$ cat config.mk
export PLATFORM = sky130hd
export DESIGN_NAME = brj_resolve
export DESIGN_NICKNAME = d
export VERILOG_FILES = /design/src/rtl/brj_pkg.sv /design/src/rtl/brj_cond.sv /design/src/rtl/brj_target.sv /design/src/rtl/brj_link.sv /design/src/rtl/brj_resolve.sv
export SDC_FILE = /design/constraint.sdc
export NUM_CORES = 1
export LEC_CHECK = 0
export BUFFER_PORTS_ARGS = -buffer_cell sky130_fd_sc_hd__buf_2
export CAP_MARGIN = 10
export CORE_UTILIZATION = 40
export CTS_CLUSTER_SIZE = 14
export DETAILED_ROUTE_END_ITERATION = 8
export PLACE_DENSITY = 0.62
export SLEW_MARGIN = 10
export SYNTH_ARGS = -nofsm -noshare
export SYNTH_HDL_FRONTEND = slang
export SYNTH_SLANG_ARGS = --single-unit
$ cat constraint.sdc
create_clock -name clk -period 5.6 [get_ports clk]
set_input_delay 0.28 -clock clk [delete_from_list [all_inputs] [get_ports clk]]
set_output_delay 0.28 -clock clk [all_outputs]
set_load 0.01 [all_outputs]
$ cat src/rtl/brj_pkg.sv
package brj_pkg;

  typedef enum logic [3:0] {
    OP_EQ        = 4'd0,
    OP_NE        = 4'd1,
    OP_GEZ       = 4'd2,
    OP_GTZ       = 4'd3,
    OP_LEZ       = 4'd4,
    OP_LTZ       = 4'd5,
    OP_GEZ_LINK  = 4'd6,
    OP_LTZ_LINK  = 4'd7,
    OP_JABS      = 4'd8,
    OP_JABS_LINK = 4'd9,
    OP_JREG      = 4'd10,
    OP_JREG_LINK = 4'd11
  } brj_op_e;

  localparam int OP_W = 4;

endpackage

$ cat src/rtl/brj_cond.sv
module brj_cond
  import brj_pkg::*;
#(
  parameter int XLEN = 32
) (
  input  logic [OP_W-1:0] op,
  input  logic [XLEN-1:0] a_val,
  input  logic [XLEN-1:0] b_val,
  output logic            cond_hold,
  output logic            is_branch,
  output logic            is_jabs,
  output logic            is_jreg
);

  logic sgn;
  logic zro;
  logic eqv;

  assign sgn = a_val[XLEN-1];
  assign zro = (a_val == '0);
  assign eqv = (a_val == b_val);

  always_comb begin
    cond_hold = 1'b0;
    is_branch = 1'b0;
    is_jabs   = 1'b0;
    is_jreg   = 1'b0;
    case (op)
      OP_EQ:                    begin is_branch = 1'b1; cond_hold = eqv;          end
      OP_NE:                    begin is_branch = 1'b1; cond_hold = !eqv;         end
      OP_GEZ, OP_GEZ_LINK:      begin is_branch = 1'b1; cond_hold = !sgn;         end
      OP_GTZ:                   begin is_branch = 1'b1; cond_hold = !sgn && !zro; end
      OP_LEZ:                   begin is_branch = 1'b1; cond_hold = sgn || zro;   end
      OP_LTZ, OP_LTZ_LINK:      begin is_branch = 1'b1; cond_hold = sgn;          end
      OP_JABS, OP_JABS_LINK:    is_jabs = 1'b1;
      OP_JREG, OP_JREG_LINK:    is_jreg = 1'b1;
      default: ;
    endcase
  end

  // a conditional branch cannot also be a jump
  always_comb begin
    a_r3_class_exclusive: assert ($onehot0({is_branch, is_jabs, is_jreg}));
  end

endmodule

$ cat src/rtl/brj_target.sv
module brj_target #(
  parameter int XLEN  = 32,
  parameter int WB    = 4,
  parameter int JT_W  = 26
) (
  input  logic [XLEN-1:0] pc,
  input  logic [XLEN-1:0] disp,
  input  logic [JT_W-1:0] jt,
  input  logic            delay_en,
  output logic [XLEN-1:0] br_tgt,
  output logic [XLEN-1:0] jabs_tgt,
  output logic [XLEN-1:0] seq_pc,
  output logic [XLEN-1:0] skip_pc
);

  localparam int SH   = $clog2(WB);
  localparam int HI_W = XLEN - JT_W - SH;

  logic [XLEN-1:0] disp_bytes;
  logic [XLEN-1:0] slot_adj;

  assign disp_bytes = disp << SH;
  assign slot_adj   = delay_en ? XLEN'(WB) : '0;
  assign seq_pc     = pc + XLEN'(WB);
  assign skip_pc    = pc + XLEN'(2 * WB);
  assign br_tgt     = pc + disp_bytes + slot_adj;
  assign jabs_tgt   = {pc[XLEN-1 -: HI_W], jt, {SH{1'b0}}};

endmodule

$ cat src/rtl/brj_link.sv
module brj_link
  import brj_pkg::*;
#(
  parameter int XLEN     = 32,
  parameter int WB       = 4,
  parameter int RW       = 5,
  parameter int LINK_REG = 31
) (
  input  logic [OP_W-1:0] op,
  input  logic [XLEN-1:0] pc,
  input  logic            delay_en,
  input  logic [RW-1:0]   rd_idx,
  output logic            link_en,
  output logic [RW-1:0]   link_reg,
  output logic [XLEN-1:0] link_val
);

  localparam logic [RW-1:0] FIXED_REG = RW'(LINK_REG);

  always_comb begin
    link_en  = 1'b0;
    link_reg = '0;
    case (op)
      OP_GEZ_LINK, OP_LTZ_LINK, OP_JABS_LINK: begin
        link_en  = 1'b1;
        link_reg = FIXED_REG;
      end
      OP_JREG_LINK: begin
        link_en  = 1'b1;
        link_reg = rd_idx;
      end
      default: ;
    endcase
  end

  assign link_val = pc + (delay_en ? XLEN'(2 * WB) : XLEN'(WB));

endmodule

$ cat src/rtl/brj_resolve.sv
module brj_resolve
  import brj_pkg::*;
#(
  parameter int XLEN     = 32,
  parameter int WB       = 4,
  parameter int JT_W     = 26,
  parameter int RW       = 5,
  parameter int LINK_REG = 31,
  parameter int SYNC_N   = 2
) (
  input  logic            clk,
  input  logic            rst_n,
  input  logic            op_valid,
  input  logic [3:0]      op,
  input  logic            likely,
  input  logic            delay_en,
  input  logic [XLEN-1:0] rs_val,
  input  logic [XLEN-1:0] rt_val,
  input  logic [XLEN-1:0] pc,
  input  logic [XLEN-1:0] disp,
  input  logic [JT_W-1:0] jtarget,
  input  logic [RW-1:0]   rd_idx,
  output logic            res_valid,
  output logic            taken,
  output logic [XLEN-1:0] next_pc,
  output logic            annul,
  output logic            link_en,
  output logic [RW-1:0]   link_reg,
  output logic [XLEN-1:0] link_val
);

  // reset: asserted asynchronously, released through a synchronizer
  logic [SYNC_N-1:0] rst_sync;
  logic              rst_n_s;

  always_ff @(posedge clk or negedge rst_n) begin
    if (!rst_n) rst_sync <= '0;
    else        rst_sync <= {rst_sync[SYNC_N-2:0], 1'b1};
  end
  assign rst_n_s = rst_sync[SYNC_N-1];

  // combinational resolution
  logic            cond_hold, is_branch, is_jabs, is_jreg;
  logic [XLEN-1:0] br_tgt, jabs_tgt, seq_pc, skip_pc;
  logic            lnk_en_c;
  logic [RW-1:0]   lnk_reg_c;
  logic [XLEN-1:0] lnk_val_c;

  brj_cond #(.XLEN(XLEN)) u_cond (
    .op        (op),
    .a_val     (rs_val),
    .b_val     (rt_val),
    .cond_hold (cond_hold),
    .is_branch (is_branch),
    .is_jabs   (is_jabs),
    .is_jreg   (is_jreg)
  );

  brj_target #(.XLEN(XLEN), .WB(WB), .JT_W(JT_W)) u_target (
    .pc       (pc),
    .disp     (disp),
    .jt       (jtarget),
    .delay_en (delay_en),
    .br_tgt   (br_tgt),
    .jabs_tgt (jabs_tgt),
    .seq_pc   (seq_pc),
    .skip_pc  (skip_pc)
  );

  brj_link #(.XLEN(XLEN), .WB(WB), .RW(RW), .LINK_REG(LINK_REG)) u_link (
    .op       (op),
    .pc       (pc),
    .delay_en (delay_en),
    .rd_idx   (rd_idx),
    .link_en  (lnk_en_c),
    .link_reg (lnk_reg_c),
    .link_val (lnk_val_c)
  );

  // next-state
  logic            taken_d, annul_d;
  logic [XLEN-1:0] next_d;

  always_comb begin
    taken_d = 1'b0;
    annul_d = 1'b0;
    next_d  = seq_pc;
    if (is_jabs) begin
      taken_d = 1'b1;
      next_d  = jabs_tgt;
    end else if (is_jreg) begin
      taken_d = 1'b1;
      next_d  = rs_val;
    end else if (is_branch) begin
      if (cond_hold) begin
        taken_d = 1'b1;
        next_d  = br_tgt;
      end else if (likely && delay_en) begin
        annul_d = 1'b1;
        next_d  = skip_pc;
      end
    end
  end

  // registers: flags follow op_valid, data fields load under op_valid
  always_ff @(posedge clk or negedge rst_n_s) begin
    if (!rst_n_s) begin
      res_valid <= 1'b0;
      taken     <= 1'b0;
      annul     <= 1'b0;
      link_en   <= 1'b0;
      next_pc   <= '0;
      link_reg  <= '0;
      link_val  <= '0;
    end else begin
      res_valid <= op_valid;
      taken     <= op_valid && taken_d;
      annul     <= op_valid && annul_d;
      link_en   <= op_valid && lnk_en_c;
      if (op_valid) begin
        next_pc  <= next_d;
        link_reg <= lnk_reg_c;
        link_val <= lnk_val_c;
      end
    end
  end

  // assertion qualifier: one full cycle out of reset so $past is meaningful
  logic armed;
  always_ff @(posedge clk or negedge rst_n_s) begin
    if (!rst_n_s) armed <= 1'b0;
    else          armed <= 1'b1;
  end

  // a result appears exactly one cycle after an offer
  a_r2_valid_follows: assert property (@(posedge clk) disable iff (!rst_n_s || !armed)
    res_valid == $past(op_valid));

  // single-cycle flags stay low without a result
  a_r2_flags_need_valid: assert property (@(posedge clk) disable iff (!rst_n_s || !armed)
    !res_valid |-> (!taken && !annul && !link_en));

  // annul only for a non-taken likely operation with delay slots on
  a_r6_annul_rule: assert property (@(posedge clk) disable iff (!rst_n_s || !armed)
    annul |-> (!taken && $past(likely) && $past(delay_en)
               && (next_pc == $past(pc) + XLEN'(2 * WB))));

  // a non-taken, non-annulled result falls through one word
  a_r5_fallthrough: assert property (@(posedge clk) disable iff (!rst_n_s || !armed)
    (res_valid && !taken && !annul) |-> (next_pc == $past(pc) + XLEN'(WB)));

  // jump codes always transfer
  a_r7_jump_taken: assert property (@(posedge clk) disable iff (!rst_n_s || !armed)
    (op_valid && op[3] && !op[2]) |=> (taken && !annul));

  // the return address tracks the delay-slot setting
  a_r9_link_value: assert property (@(posedge clk) disable iff (!rst_n_s || !armed)
    link_en |-> (link_val == $past(pc) + ($past(delay_en) ? XLEN'(2 * WB) : XLEN'(WB))));

endmodule

* Word level (Yosys, flattened, before mapping)
Index checks and enable logic that the tools add are counted.
Operators by class: add/sub/neg operators 5, muxes and demuxes 22, reduce and logical (&&, ||, !) cells 18, equality and inequality tests 12
Operators with widths (number):
- 32-bit two-way mux | 5
- 32-bit adder | 2
- 32-bit by 3-bit adder with 32-bit output | 1
- 32-bit by 3-bit adder with 32-bit output, second input constant | 1
- 32-bit by 4-bit adder with 32-bit output, second input constant | 1
- 32-bit == test | 1
- 32-bit zero test | 1
- 4-bit by 3-bit == test with 1-bit output, second input constant | 4
- 4-bit == test, second input constant | 4
- 1-bit two-way mux | 13
- 5-bit case mux with 2 select lines | 1
- 4-bit by 2-bit == test with 1-bit output, second input constant | 2
- 2-bit OR reduction | 4
- 8-bit OR reduction | 1
- 1-bit case mux with 6 select lines | 1
- 1-bit logical AND | 5
- 4-bit by 1-bit == test with 1-bit output, second input constant | 1
- 4-bit zero test | 1
- 4-bit two-way mux | 1
- 4-bit OR reduction | 1
- 1-bit zero test | 3
- 3-bit two-way mux | 1
- 3-bit OR reduction | 1
- 1-bit logical OR | 1
Storage, ports and cells: word-level logic and storage cells 65, output and inout port bits 73, bits of input ports 168, register bits 75

* Depth between registers and ports, before layout
Gate-level depths: netlist of run 1.
word-level depth 9, gate-level depth with buffers 16, mapped depth without buffers 15

* Hierarchy
Synthesis of run 1 repeated with hierarchy kept, for this count alone.
Second synthesis, totals: cells, all modules 1085, area, all modules 8962.3 um^2
Modules (own cells, without submodules):
- brj_resolve | cells each 494, area an instance 4642.0 um^2, instances 1
- brj_target | cells each 424, area an instance 3130.5 um^2, instances 1
- brj_link | cells each 97, area an instance 690.7 um^2, instances 1
- brj_cond | cells each 70, area an instance 499.2 um^2, instances 1

* Least setup slack after synthesis of run 1
OpenSTA, ideal clock, no wires.
path type input to register, start point in pc[2], end point reg next_pc[31], cell stages on the path 16, setup slack 2.404 ns, data arrival time 3.061 ns, library setup time 0.135 ns, data required time 5.465 ns, path through clkbuf_1 inv_1 fa_1 inv_1 ha_1 inv_1 fa_1 nor2b_1 o31a_1 o311a_1 o2111ai_1 a31oi_1 o22ai_1 mux2i_1 xor2_1 o31ai_1
Between the ends: cells in the longest elaborated chain, start to end 6, elaborated cells between the ends (all ways) 9, classes of those cells add/sub: 4; mux: 5
Ends and longest elaborated chain:
- from (decl) | line brj_resolve.sv:19 | input logic [XLEN-1:0] pc,
- 32-bit adder (tied with other cells) | line brj_target.sv:26 | assign br_tgt = pc + disp_bytes + slot_adj;
- 32-bit by 3-bit adder with 32-bit output or 32-bit two-way mux (tied branches) | line brj_target.sv:26, brj_resolve.sv:98
- 32-bit two-way mux | line brj_resolve.sv:95 | if (cond_hold) begin
- 32-bit two-way mux * | line brj_resolve.sv:94 | end else if (is_branch) begin
- 32-bit two-way mux * | line brj_resolve.sv:91 | end else if (is_jreg) begin
- 32-bit two-way mux * | line brj_resolve.sv:88 | if (is_jabs) begin
- to (signal assigned) | line brj_resolve.sv:121 | next_pc <= next_d;
- to (decl) | line brj_resolve.sv:25 | output logic [XLEN-1:0] next_pc,
Mark *: on every way between the ends. The rest lies on a longest branch, timed or not. A chain may end at the register's enable or synchronous reset.

* Worst setup path in the final report of run 1
Ends and elaborated chain as after synthesis.

==> flow_metrics.tcl, run 1 <==
set metrics [dict create \
    status "complete, no violations" \
    worstPathBufferInverterCount 4 \
    number_of_antenna_violations_at_the_first_check_in_global_routing 2 \
    cp.required_ps 5850 \
    cts.clk_slew.worst_paths_ps 60 \
    synthDistinctLibCells 62 \
    crit_path_frequent_cell "sky130_fd_sc_hd__inv_1" \
    power.density_mw_per_mm2 214 \
    yosys.area.top_type_share_pct 24.1 \
    final_core_util_pct 50.0 \
    worstHoldStart "jtarget[1]" \
    timing.final.hold_violations 0 \
    grt_remaining_overflow 0 \
    arrival_ps 3850 \
    endpoint_of_the_most_critical_register_to_register_path "link_val[19]$_DFFE_PN0P_" \
    worst-r2r-setup-slack_ps 4440 \
    count_of_boundary_i_o_pins 241 \
    die_h_um 142 \
    yosysWarnings 0 \
    leakagePower_nw 4.27 \
    worst_slack_ps 2010 \
    criticalPathCategory "in2reg" \
    cts_max_path_buffers 2 \
    floorplan.rows 50 \
    cpPeakStageDelay_ps 420 \
    drc 0 \
    fp.coreArea_mm2 0.0189 \
    starting_density_of_the_core_pct 41.2 \
    final.fill_count 1909 \
    numPortBuffers 238 \
    post-layout-total-power_mw 2.02 \
    clock-skew-final_ps 4.15 \
    cpLargestDelayFamily "compound AO/OA/AOI/OAI gates" \
    dpl_worst_slack_ps 1720 \
    htreeDepth 3 \
    hold_end "next_pc[3]$_DFFE_PN0P_" \
    synth_enable_flop_cells 0 \
    routed_wirelength_mm 30.1 \
    relSlewSlack_pct 23.3 \
    groute.usage.overall_pct 30.2 \
    cp_cell_sequence "buf_2, inv_1, fa_1, inv_1, ha_1, inv_1, fa_1, nor2b_1, o31a_1, o311a_1, o2111ai_1, nor3b_1, o22ai_1, mux2i_1, xor2_1, o31ai_1" \
    synth_nets 1224 \
    cts_tree "done" \
    rsz0062_at_grt "false" \
    route.detailed.vias_per_inst 5.70 \
    synth_seq_area_share_pct 24.1 \
    timing.hold.worst_path_depth 3 \
    hold_slack_ps 164 \
    tightest_slew_ps 1150 \
    crit_path_end_kind "register" \
    first_iter_violations 792 \
    routabilityCongestion 0.947 \
    vias 8302 \
    worst-r2r-cell-count 0 \
    tritoncts_sink_count 75 \
    reg2reg_from "rst_sync[1]$_DFF_PN0_" \
    clock_latency_ps 350 \
    ant_nets 0 \
    timing.final.crit_period_ps 3590 \
    first_global_vias 7823 \
    synth_top_cells_by_area "sky130_fd_sc_hd__dfrtp_1 (24%), sky130_fd_sc_hd__ha_1 (9.6%), sky130_fd_sc_hd__xor2_1 (7.2%)" \
    maxCapViolations 0 \
    avgRoutedWirePerCell_um 20.6 \
    fin_nets 1421 \
    cts-resized-gates 0 \
    slew_viol_final 0 \
    crit_path_start_kind "input pin" \
    fmax_mhz 278 \
    synth.largest_area_cell "sky130_fd_sc_hd__dfrtp_1" \
    synth_seq_cells 75 \
    layout.cells.most_common_list "sky130_fd_sc_hd__buf_2 (237), sky130_fd_sc_hd__nor2_1 (107), sky130_fd_sc_hd__nand2_1 (96)" \
    drive_above_1_share_pct 23.2 \
    netlist_area_mm2 0.00779 \
    die-width_um 142 \
    slowest_cell_on_the_critical_path "sky130_fd_sc_hd__fa_1" \
    number_of_buffers_created_by_cts 9 \
    vdd_ir_drop_max_v 0.000126 \
    timing.critical_path.fanout_max 13 \
    fin_crit_sh_pct 64.2 \
    post_dp_hpwl_mm 23.4 \
    syn_area_per_cell_um2 7.85 \
    holdCritPathClass "in2reg" \
    clockRootBuffer "sky130_fd_sc_hd__clkbuf_16" \
    area_growth_pct 21.2 \
    setup_violations 0 \
    pin_count_of_the_biggest_net_entering_global_routing 74 \
    totalNegativeSetupSlack_ps 0 \
    fp.dieArea_mm2 0.0200 \
    synth_flop_cell "sky130_fd_sc_hd__dfrtp_1" \
    grt_pass1_wl_mm 45.4 \
    synth_async_sr_flop_share_pct 100 \
    synthCells 993 \
    layout_commonest_cell "sky130_fd_sc_hd__buf_2" \
    detail_route.first_pass.iterations 5 \
]
[tightest hold or removal path: stages]
cell and delay [ps]:
sky130_fd_sc_hd__buf_2 70, sky130_fd_sc_hd__nand3_1 50, sky130_fd_sc_hd__nand3_1 80
[Yosys cell counts (3+ instances only)]
cell,count
sky130_fd_sc_hd__and2_1,6
sky130_fd_sc_hd__a211oi_1,5
sky130_fd_sc_hd__o21a_1,13
sky130_fd_sc_hd__o22ai_1,5
sky130_fd_sc_hd__xor2_1,64
sky130_fd_sc_hd__o211ai_1,12
sky130_fd_sc_hd__and3_1,12
sky130_fd_sc_hd__nand2b_1,4
sky130_fd_sc_hd__a31oi_1,10
sky130_fd_sc_hd__dfrtp_1,75
sky130_fd_sc_hd__o21bai_1,4
sky130_fd_sc_hd__o2bb2ai_1,8
sky130_fd_sc_hd__or3_1,11
sky130_fd_sc_hd__a221oi_1,5
sky130_fd_sc_hd__o221ai_1,6
sky130_fd_sc_hd__xnor2_1,60
sky130_fd_sc_hd__nor2b_1,5
sky130_fd_sc_hd__or4_1,3
sky130_fd_sc_hd__clkbuf_1,49
sky130_fd_sc_hd__nand4_1,20
sky130_fd_sc_hd__mux2_2,10
sky130_fd_sc_hd__inv_1,29
sky130_fd_sc_hd__o21ai_0,48
sky130_fd_sc_hd__and4_1,4
sky130_fd_sc_hd__nor3_1,24
sky130_fd_sc_hd__buf_2,5
sky130_fd_sc_hd__buf_1,3
sky130_fd_sc_hd__mux2i_1,32
sky130_fd_sc_hd__a21o_1,17
sky130_fd_sc_hd__ha_1,60
sky130_fd_sc_hd__fa_1,3
sky130_fd_sc_hd__nand3_1,26
sky130_fd_sc_hd__o22a_1,5
sky130_fd_sc_hd__nor2_1,107
sky130_fd_sc_hd__o31ai_1,7
sky130_fd_sc_hd__nor4_1,25
sky130_fd_sc_hd__nand2_1,96
sky130_fd_sc_hd__a21oi_1,83
[worst max path at each step]
stage | start | to | slack (ps) | depth (start not counted)
6_report | pc[2] | next_pc[31]$_DFFE_PN0P_ | 2010 | 16
5_1_grt | pc[2] | next_pc[17]$_DFFE_PN0P_ | 1880 | 16
4_1_cts | pc[2] | next_pc[31]$_DFFE_PN0P_ | 2060 | 16
3_5_place_dp | pc[2] | next_pc[31]$_DFFE_PN0P_ | 1720 | 16
3_3_place_gp | pc[2] | next_pc[31]$_DFFE_PN0P_ | 1730 | 16
2_1_floorplan | pc[2] | next_pc[31]$_DFFE_PN0P_ | 2400 | 16
[cell families (layout without fill, tap and decap cells)]
logic type | count (synthesis) | after routing | share of synthesized area, %
mux | 42 | 42 | 5.56
buf+inv | 88 | 290 | 4.32
flops | 75 | 75 | 24.1
other cells | 1 | 3 | 0.0481
simple gates | 350 | 350 | 21.1
compound gates | 250 | 250 | 20.6
fa+ha+maj | 63 | 63 | 10.4
xor+xnor | 124 | 124 | 13.9
[power by group]
group,leakage (nW),switching [mW],internal [mW]
Sequential,0.872,0.0439,0.605
Clock,0.142,0.267,0.349
Combinational,3.25,0.454,0.305
Total,4.27,0.766,1.26
[repair_timing]
item,in CTS,in global routing
endpoints found under the hold margin,2,0
hold buffers,1,0
setup buffers,0,0
[final cells by class]
cell class,count,area [µm²],share of cell area (%)
antenna,2,5.00,0.0530
tap,260,325,3.44
clock buffer,9,225,2.38
inverter,31,116,1.23
sequential,75,1880,19.9
multi-input combinational,830,5580,59.1
timing repair buffer,243,1230,13.1
clock inverter,7,76.3,0.808
[metal layers]
metal | GRT usage [%] | up-vias | share of wire, %
met2 | 47.5 | 403 | 45
met4 | 10.5 | 0 | 2.1
li1 | - | 3971 | -
met1 | 41.6 | 3895 | 45
met3 | 5.16 | 33 | 8.5
met5 | 0 | - | 0
[through the flow]
step,instances,area (µm²)
after floorplan,993,7790
after global placement,1438,9130
after detailed placement,1438,9130
after CTS,1455,9440
after global routing,1457,9450
final,1457,9450
Power figures use the tool's default switching activity.
==> run 2: changes to the inputs <==
- ABC_AREA: default -> 1
- PLACE_DENSITY: 0.62 -> 0.64
- clock period: 5.6 -> 3.3 ns (I/O delays scaled with it)
==> flow_metrics.tcl, run 2 <==
set metrics [dict create \
    slowest_cell_on_the_critical_path "sky130_fd_sc_hd__fa_1" \
    numPortBuffers 238 \
    area_of_the_multi_input_gates_mm2 0.00590 \
    synth.largest_area_cell "sky130_fd_sc_hd__dfrtp_1" \
    vias 9947 \
    floorplan.rows 52 \
    routabilityCongestion 0.963 \
    routed_wirelength_mm 35.1 \
    die_h_um 147 \
    slew_viol_final 0 \
    cts_max_path_buffers 2 \
    criticalPathCategory "in2reg" \
    grt_remaining_overflow 0 \
    ant_nets 0 \
    final_core_util_pct 50.0 \
    tightest_slew_ps 983 \
    die-width_um 147 \
    layout.cells.most_common_list "sky130_fd_sc_hd__nand2_1 (388), sky130_fd_sc_hd__buf_2 (238), sky130_fd_sc_hd__nor2_1 (151)" \
    first_global_vias 9198 \
    number_of_antenna_violations_at_the_first_check_in_global_routing 0 \
    antenna_cell_count 0 \
    final.fill_count 2214 \
    synth_seq_cells 75 \
    clock-skew-final_ps 13.3 \
    grt.met3_usage_pct 5.84 \
    totalNegativeSetupSlack_ps 0 \
    arrival_ps 2880 \
    use_met1_pct 44.2 \
    route.detailed.vias_per_inst 5.43 \
    cts.clk_slew.worst_paths_ps 80 \
    cp.required_ps 3540 \
    first_iter_violations 871 \
    yosysWarnings 0 \
    layout_commonest_cell "sky130_fd_sc_hd__nand2_1" \
    synth_async_sr_flop_share_pct 100 \
    fp.dieArea_mm2 0.0217 \
    avgRoutedWirePerCell_um 19.2 \
    pin_count_of_the_biggest_net_entering_global_routing 80 \
    holdCritPathClass "in2reg" \
    crit_path_end_kind "register" \
    post_dp_hpwl_mm 28.5 \
    fin_crit_sh_pct 80.1 \
    hold_slack_ps 38.3 \
    htreeDepth 3 \
    power.density_mw_per_mm2 344 \
    clock_latency_ps 360 \
    syn_area_per_cell_um2 6.38 \
    relSlewSlack_pct 34.4 \
    area_growth_pct 21.3 \
    cts_tree "done" \
    rsz0062_at_grt "false" \
    cts-resized-gates 0 \
    leakagePower_nw 5.16 \
    cpPeakStageDelay_ps 450 \
    synthDistinctLibCells 53 \
    fp.coreArea_mm2 0.0205 \
    timing.final.hold_violations 0 \
    fin_nets 1787 \
    vdd_ir_drop_max_v 0.000197 \
    tritoncts_sink_count 75 \
    number_of_buffers_created_by_cts 9 \
    yosys.area.top_type_share_pct 22.2 \
    synth_enable_flop_cells 0 \
    grt_pass1_wl_mm 52.7 \
    netlist_area_mm2 0.00845 \
    synth_seq_area_share_pct 22.2 \
    setup_violations 0 \
    synth_most_common_cell "sky130_fd_sc_hd__nand2_1" \
    crit_path_start_kind "input pin" \
    synth_flop_cell "sky130_fd_sc_hd__dfrtp_1" \
    status "complete, no violations" \
    post-layout-total-power_mw 3.52 \
    clockRootBuffer "sky130_fd_sc_hd__clkbuf_16" \
    grt.busiest_layer "met2" \
    synth_nets 1555 \
    fmax_mhz 378 \
    crit_path_frequent_cell "sky130_fd_sc_hd__nand2_1" \
    drc 0 \
    maxCapViolations 0 \
    synthCells 1324 \
    drive_above_1_share_pct 21.1 \
    ys_top_cells_by_count "sky130_fd_sc_hd__nand2_1 (388), sky130_fd_sc_hd__nor2_1 (151), sky130_fd_sc_hd__inv_1 (115)" \
    sequential_cell_area_mm2 0.00188 \
    timing.final.crit_period_ps 2640 \
    groute.usage.overall_pct 32.2 \
    starting_density_of_the_core_pct 41.2 \
    timing.critical_path.fanout_max 4 \
    synth_top_cells_by_area "sky130_fd_sc_hd__dfrtp_1 (22%), sky130_fd_sc_hd__nand2_1 (17%), sky130_fd_sc_hd__ha_1 (8.9%)" \
    detail_route.first_pass.iterations 6 \
    gr-usage-met2_pct 49.6 \
    count_of_boundary_i_o_pins 241 \
    cp_cell_sequence "buf_2, inv_1, fa_1, inv_1, ha_1, inv_1, fa_1, o21ai_2, a21oi_1, o21bai_1, nand2_1, nand2_1, nand2_1, nand3_1, nand3_1, nand2_1, a21oi_1" \
]
## run 2: worst paths after layout
check,startpoint,endpoint,slack (ps),depth (start not counted)
hold reg to reg,rst_sync[0]$_DFF_PN0_,rst_sync[1]$_DFF_PN0_,350,0
max in group asynchronous,rst_sync[1]$_DFF_PN0_,link_val[14]$_DFFE_PN0P_,2170,0
hold / removal,pc[1],link_val[1]$_DFFE_PN0P_,40,3
setup / recovery,delay_en,next_pc[21]$_DFFE_PN0P_,660,17
setup reg to reg,rst_sync[1]$_DFF_PN0_,link_val[14]$_DFFE_PN0P_,2170,0
min in group asynchronous,rst_n,rst_sync[1]$_DFF_PN0_,110,2
## run 2: area by class of cell
cell class              instances  share of cell area [%]
multi-input cells            1082                    57.6
inverters                     129                    4.77
repair buffers                259                    13.2
flip-flops and latches         75                    18.4
clock buffers                   9                    2.20
clock inverters                 7                   0.635
well taps                     270                    3.30
## run 2: worst max-delay path, delay by kind of cell
kind            cells  cell delay [ps]
fa+ha+maj           3             1040
compound gates      4              720
simple gates        6              580
buf+inv             4              370
## run 2: logic make-up (layout without fill, tap and decap cells)
| logic type | Yosys count | in the layout | share of synthesized area (%) |
|---|---|---|---|
| buffers and inverters | 167 | 404 | 7.98 |
| AND/OR/NAND/NOR | 705 | 705 | 36.0 |
| flip-flops | 75 | 75 | 22.2 |
| XOR/XNOR | 82 | 82 | 8.50 |
| adder cells (fa/ha/maj) | 63 | 63 | 9.60 |
| AO/OA/AOI/OAI | 231 | 231 | 15.7 |
| other | 1 | 1 | 0.0444 |
## run 2: stage by stage
step	area, µm²	std cells	setup slack (ps)
detailed placement	9950	1814	333
CTS	10200	1831	694
floorplan	8450	1324	542
global placement	9950	1814	376
global route	10200	1831	456
finish	10200	1831	656
## run 2: what timing repair did
item	in CTS	in global routing
hold buffers	1	0
setup buffers	0	0
hold endpoints to repair	2	0
## run 2: power by group
group,internal (mW),total [mW],switching (mW)
sequential,1.02,1.10,0.0723
combinational,0.502,1.41,0.910
clock,0.531,1.02,0.484
total,2.06,3.52,1.47
## run 2: per-layer routing
layer  part of all wire (%)  wire (µm)
met1                     43      15300
met2                     44      15500
met3                    8.6       3040
met4                    3.7       1290
met5                      0          0
==> run 3: changes to the inputs <==
- clock period: 3.3 -> 2.29 ns (I/O delays scaled with it)
==> flow_metrics.tcl, run 3 (synthesis results as in run 2) <==
set metrics [dict create \
    status "complete, no violations" \
    fmax_mhz 469 \
    holdCritPathClass "in2reg" \
    number_of_buffers_created_by_cts 9 \
    cts_max_path_buffers 2 \
    drive_above_1_share_pct 29.1 \
    first_global_vias 9856 \
    layout_commonest_cell "sky130_fd_sc_hd__nand2_1" \
    grt_remaining_overflow 0 \
    leakagePower_nw 5.96 \
    tightest_slew_ps 802 \
    cp_cell_sequence "buf_4, inv_8, fa_2, inv_2, ha_4, inv_2, fa_2, o21ai_4, a21oi_2, o21bai_1, nand2_1, nand2_1, nand2_1, nand3_1, nand3_2, nand2_2, a21oi_2" \
    cpLargestDelayFamily "adder cells" \
    totalNegativeSetupSlack_ps 0 \
    timing.critical_path.fanout_max 4 \
    cts_tree "done" \
    reg2reg_from "rst_sync[1]$_DFF_PN0_" \
    pin_count_of_the_biggest_net_entering_global_routing 82 \
    number_of_antenna_violations_at_the_first_check_in_global_routing 0 \
    layout.cells.most_common_list "sky130_fd_sc_hd__nand2_1 (386), sky130_fd_sc_hd__buf_2 (237), sky130_fd_sc_hd__buf_4 (177)" \
    antenna_cell_count 0 \
    first_iter_violations 972 \
    timing.critical_path.to "next_pc[29]$_DFFE_PN0P_" \
    vdd_ir_drop_max_v 0.000303 \
    fp.dieArea_mm2 0.0217 \
    worstPathBufferInverterCount 4 \
    drc 0 \
    arrival_ps 2360 \
    clockRootBuffer "sky130_fd_sc_hd__clkbuf_16" \
    crit_path_frequent_cell "sky130_fd_sc_hd__nand2_1" \
    routabilityCongestion 0.995 \
    detail_route.first_pass.iterations 5 \
    floorplan.rows 52 \
    cp.required_ps 2520 \
    worst-r2r-cell-count 1 \
    avgRoutedWirePerCell_um 18.4 \
    starting_density_of_the_core_pct 41.2 \
    grt_pass1_wl_mm 55.5 \
    count_of_boundary_i_o_pins 241 \
    timing.final.crit_period_ps 2130 \
    timing.final.hold_violations 0 \
    fin_crit_sh_pct 93.2 \
    die-width_um 147 \
    hold_slack_ps 3.13 \
    crit_path_start_kind "input pin" \
    numPortBuffers 238 \
    endpoint_of_the_most_critical_register_to_register_path "link_val[31]$_DFFE_PN0P_" \
    worst-r2r-setup-slack_ps 1400 \
    clock-skew-final_ps 8.65 \
    area_growth_pct 36.7 \
    cpPeakStageDelay_ps 430 \
    clock_latency_ps 350 \
    timing.critical_path.from "pc[2]" \
    cts.clk_slew.worst_paths_ps 80 \
    groute.usage.overall_pct 33.8 \
    crit_path_end_kind "register" \
    cp_num_cells 17 \
    die_h_um 147 \
    route.detailed.vias_per_inst 5.29 \
    power.density_mw_per_mm2 472 \
    htreeDepth 3 \
    routed_wirelength_mm 36.7 \
    setup_violations 0 \
    fin_nets 1947 \
    criticalPathCategory "in2reg" \
    timing.hold.worst_path_depth 3 \
    fp.coreArea_mm2 0.0205 \
    post_dp_hpwl_mm 30.9 \
    relSlewSlack_pct 46.0 \
    worstHoldStart "rd_idx[4]" \
    slowest_cell_on_the_critical_path "sky130_fd_sc_hd__fa_2" \
    slew_viol_final 0 \
    tritoncts_sink_count 75 \
    maxCapViolations 0 \
    ant_nets 0 \
    vias 10500 \
]
[run 3: report_power, final]
group / internal, mW / switching [mW]
combinational: 1.02 / 1.40
sequential: 1.47 / 0.107
clock: 0.763 / 0.674
total: 3.26 / 2.19
[run 3: layout make-up]
class	count	area (µm²)
well taps	270	338
clock inverters	7	70.1
repair buffers	419	2580
inverters	129	497
fillers	2114	8940
multi-input cells	1082	5960
flip-flops and latches	75	1880
clock buffers	9	225
[run 3: timing repair]
item / CTS / global route
hold buffers: 3 / 0
setup buffers: 0 / 1
gates resized for setup: 0 / 10
hold endpoints to repair: 4 / 0
endpoints found under the setup margin: 0 / 13
[run 3: worst min-delay path, cell delays in order]
cell                      delay [ps]
sky130_fd_sc_hd__buf_2            80
sky130_fd_sc_hd__o21ai_0          70
sky130_fd_sc_hd__nand2_1          60
[run 3: through the flow]
stage	utilization (%)	cell area, µm²	cells	total power [mW]	setup WS (ps)
3_5_place_dp	54.6	11200	1971	3.98	-264
5_1_grt	56.4	11600	1991	5.76	-1.19
4_1_cts	56.2	11500	1990	5.43	95.4
3_3_place_gp	54.6	11200	1971	3.97	-246
6_report	56.4	11600	1991	5.45	157
2_1_floorplan	-	8510	1324	2.79	-13.1
[run 3: metal layers]
layer | track usage, % | wire length (µm) | part of all wire (%) | up-vias
met3 | 7.14 | 3340 | 9.1 | 75
met4 | 12.9 | 1300 | 3.5 | 0
met2 | 53.5 | 16400 | 45 | 489
met1 | 45.0 | 15600 | 43 | 4798
li1 | - | - | - | 5168
met5 | 0 | 0 | 0 | -
[run 3: worst min-delay path by stage]
| stage | endpoint |
|---|---|
| floorplan | rst_sync[0]$_DFF_PN0_ |
| global placement | rst_sync[0]$_DFF_PN0_ |
| detailed placement | rst_sync[0]$_DFF_PN0_ |
| CTS | link_reg[0]$_DFFE_PN0P_ |
| global route | link_reg[3]$_DFFE_PN0P_ |
| finish | link_reg[4]$_DFFE_PN0P_ |
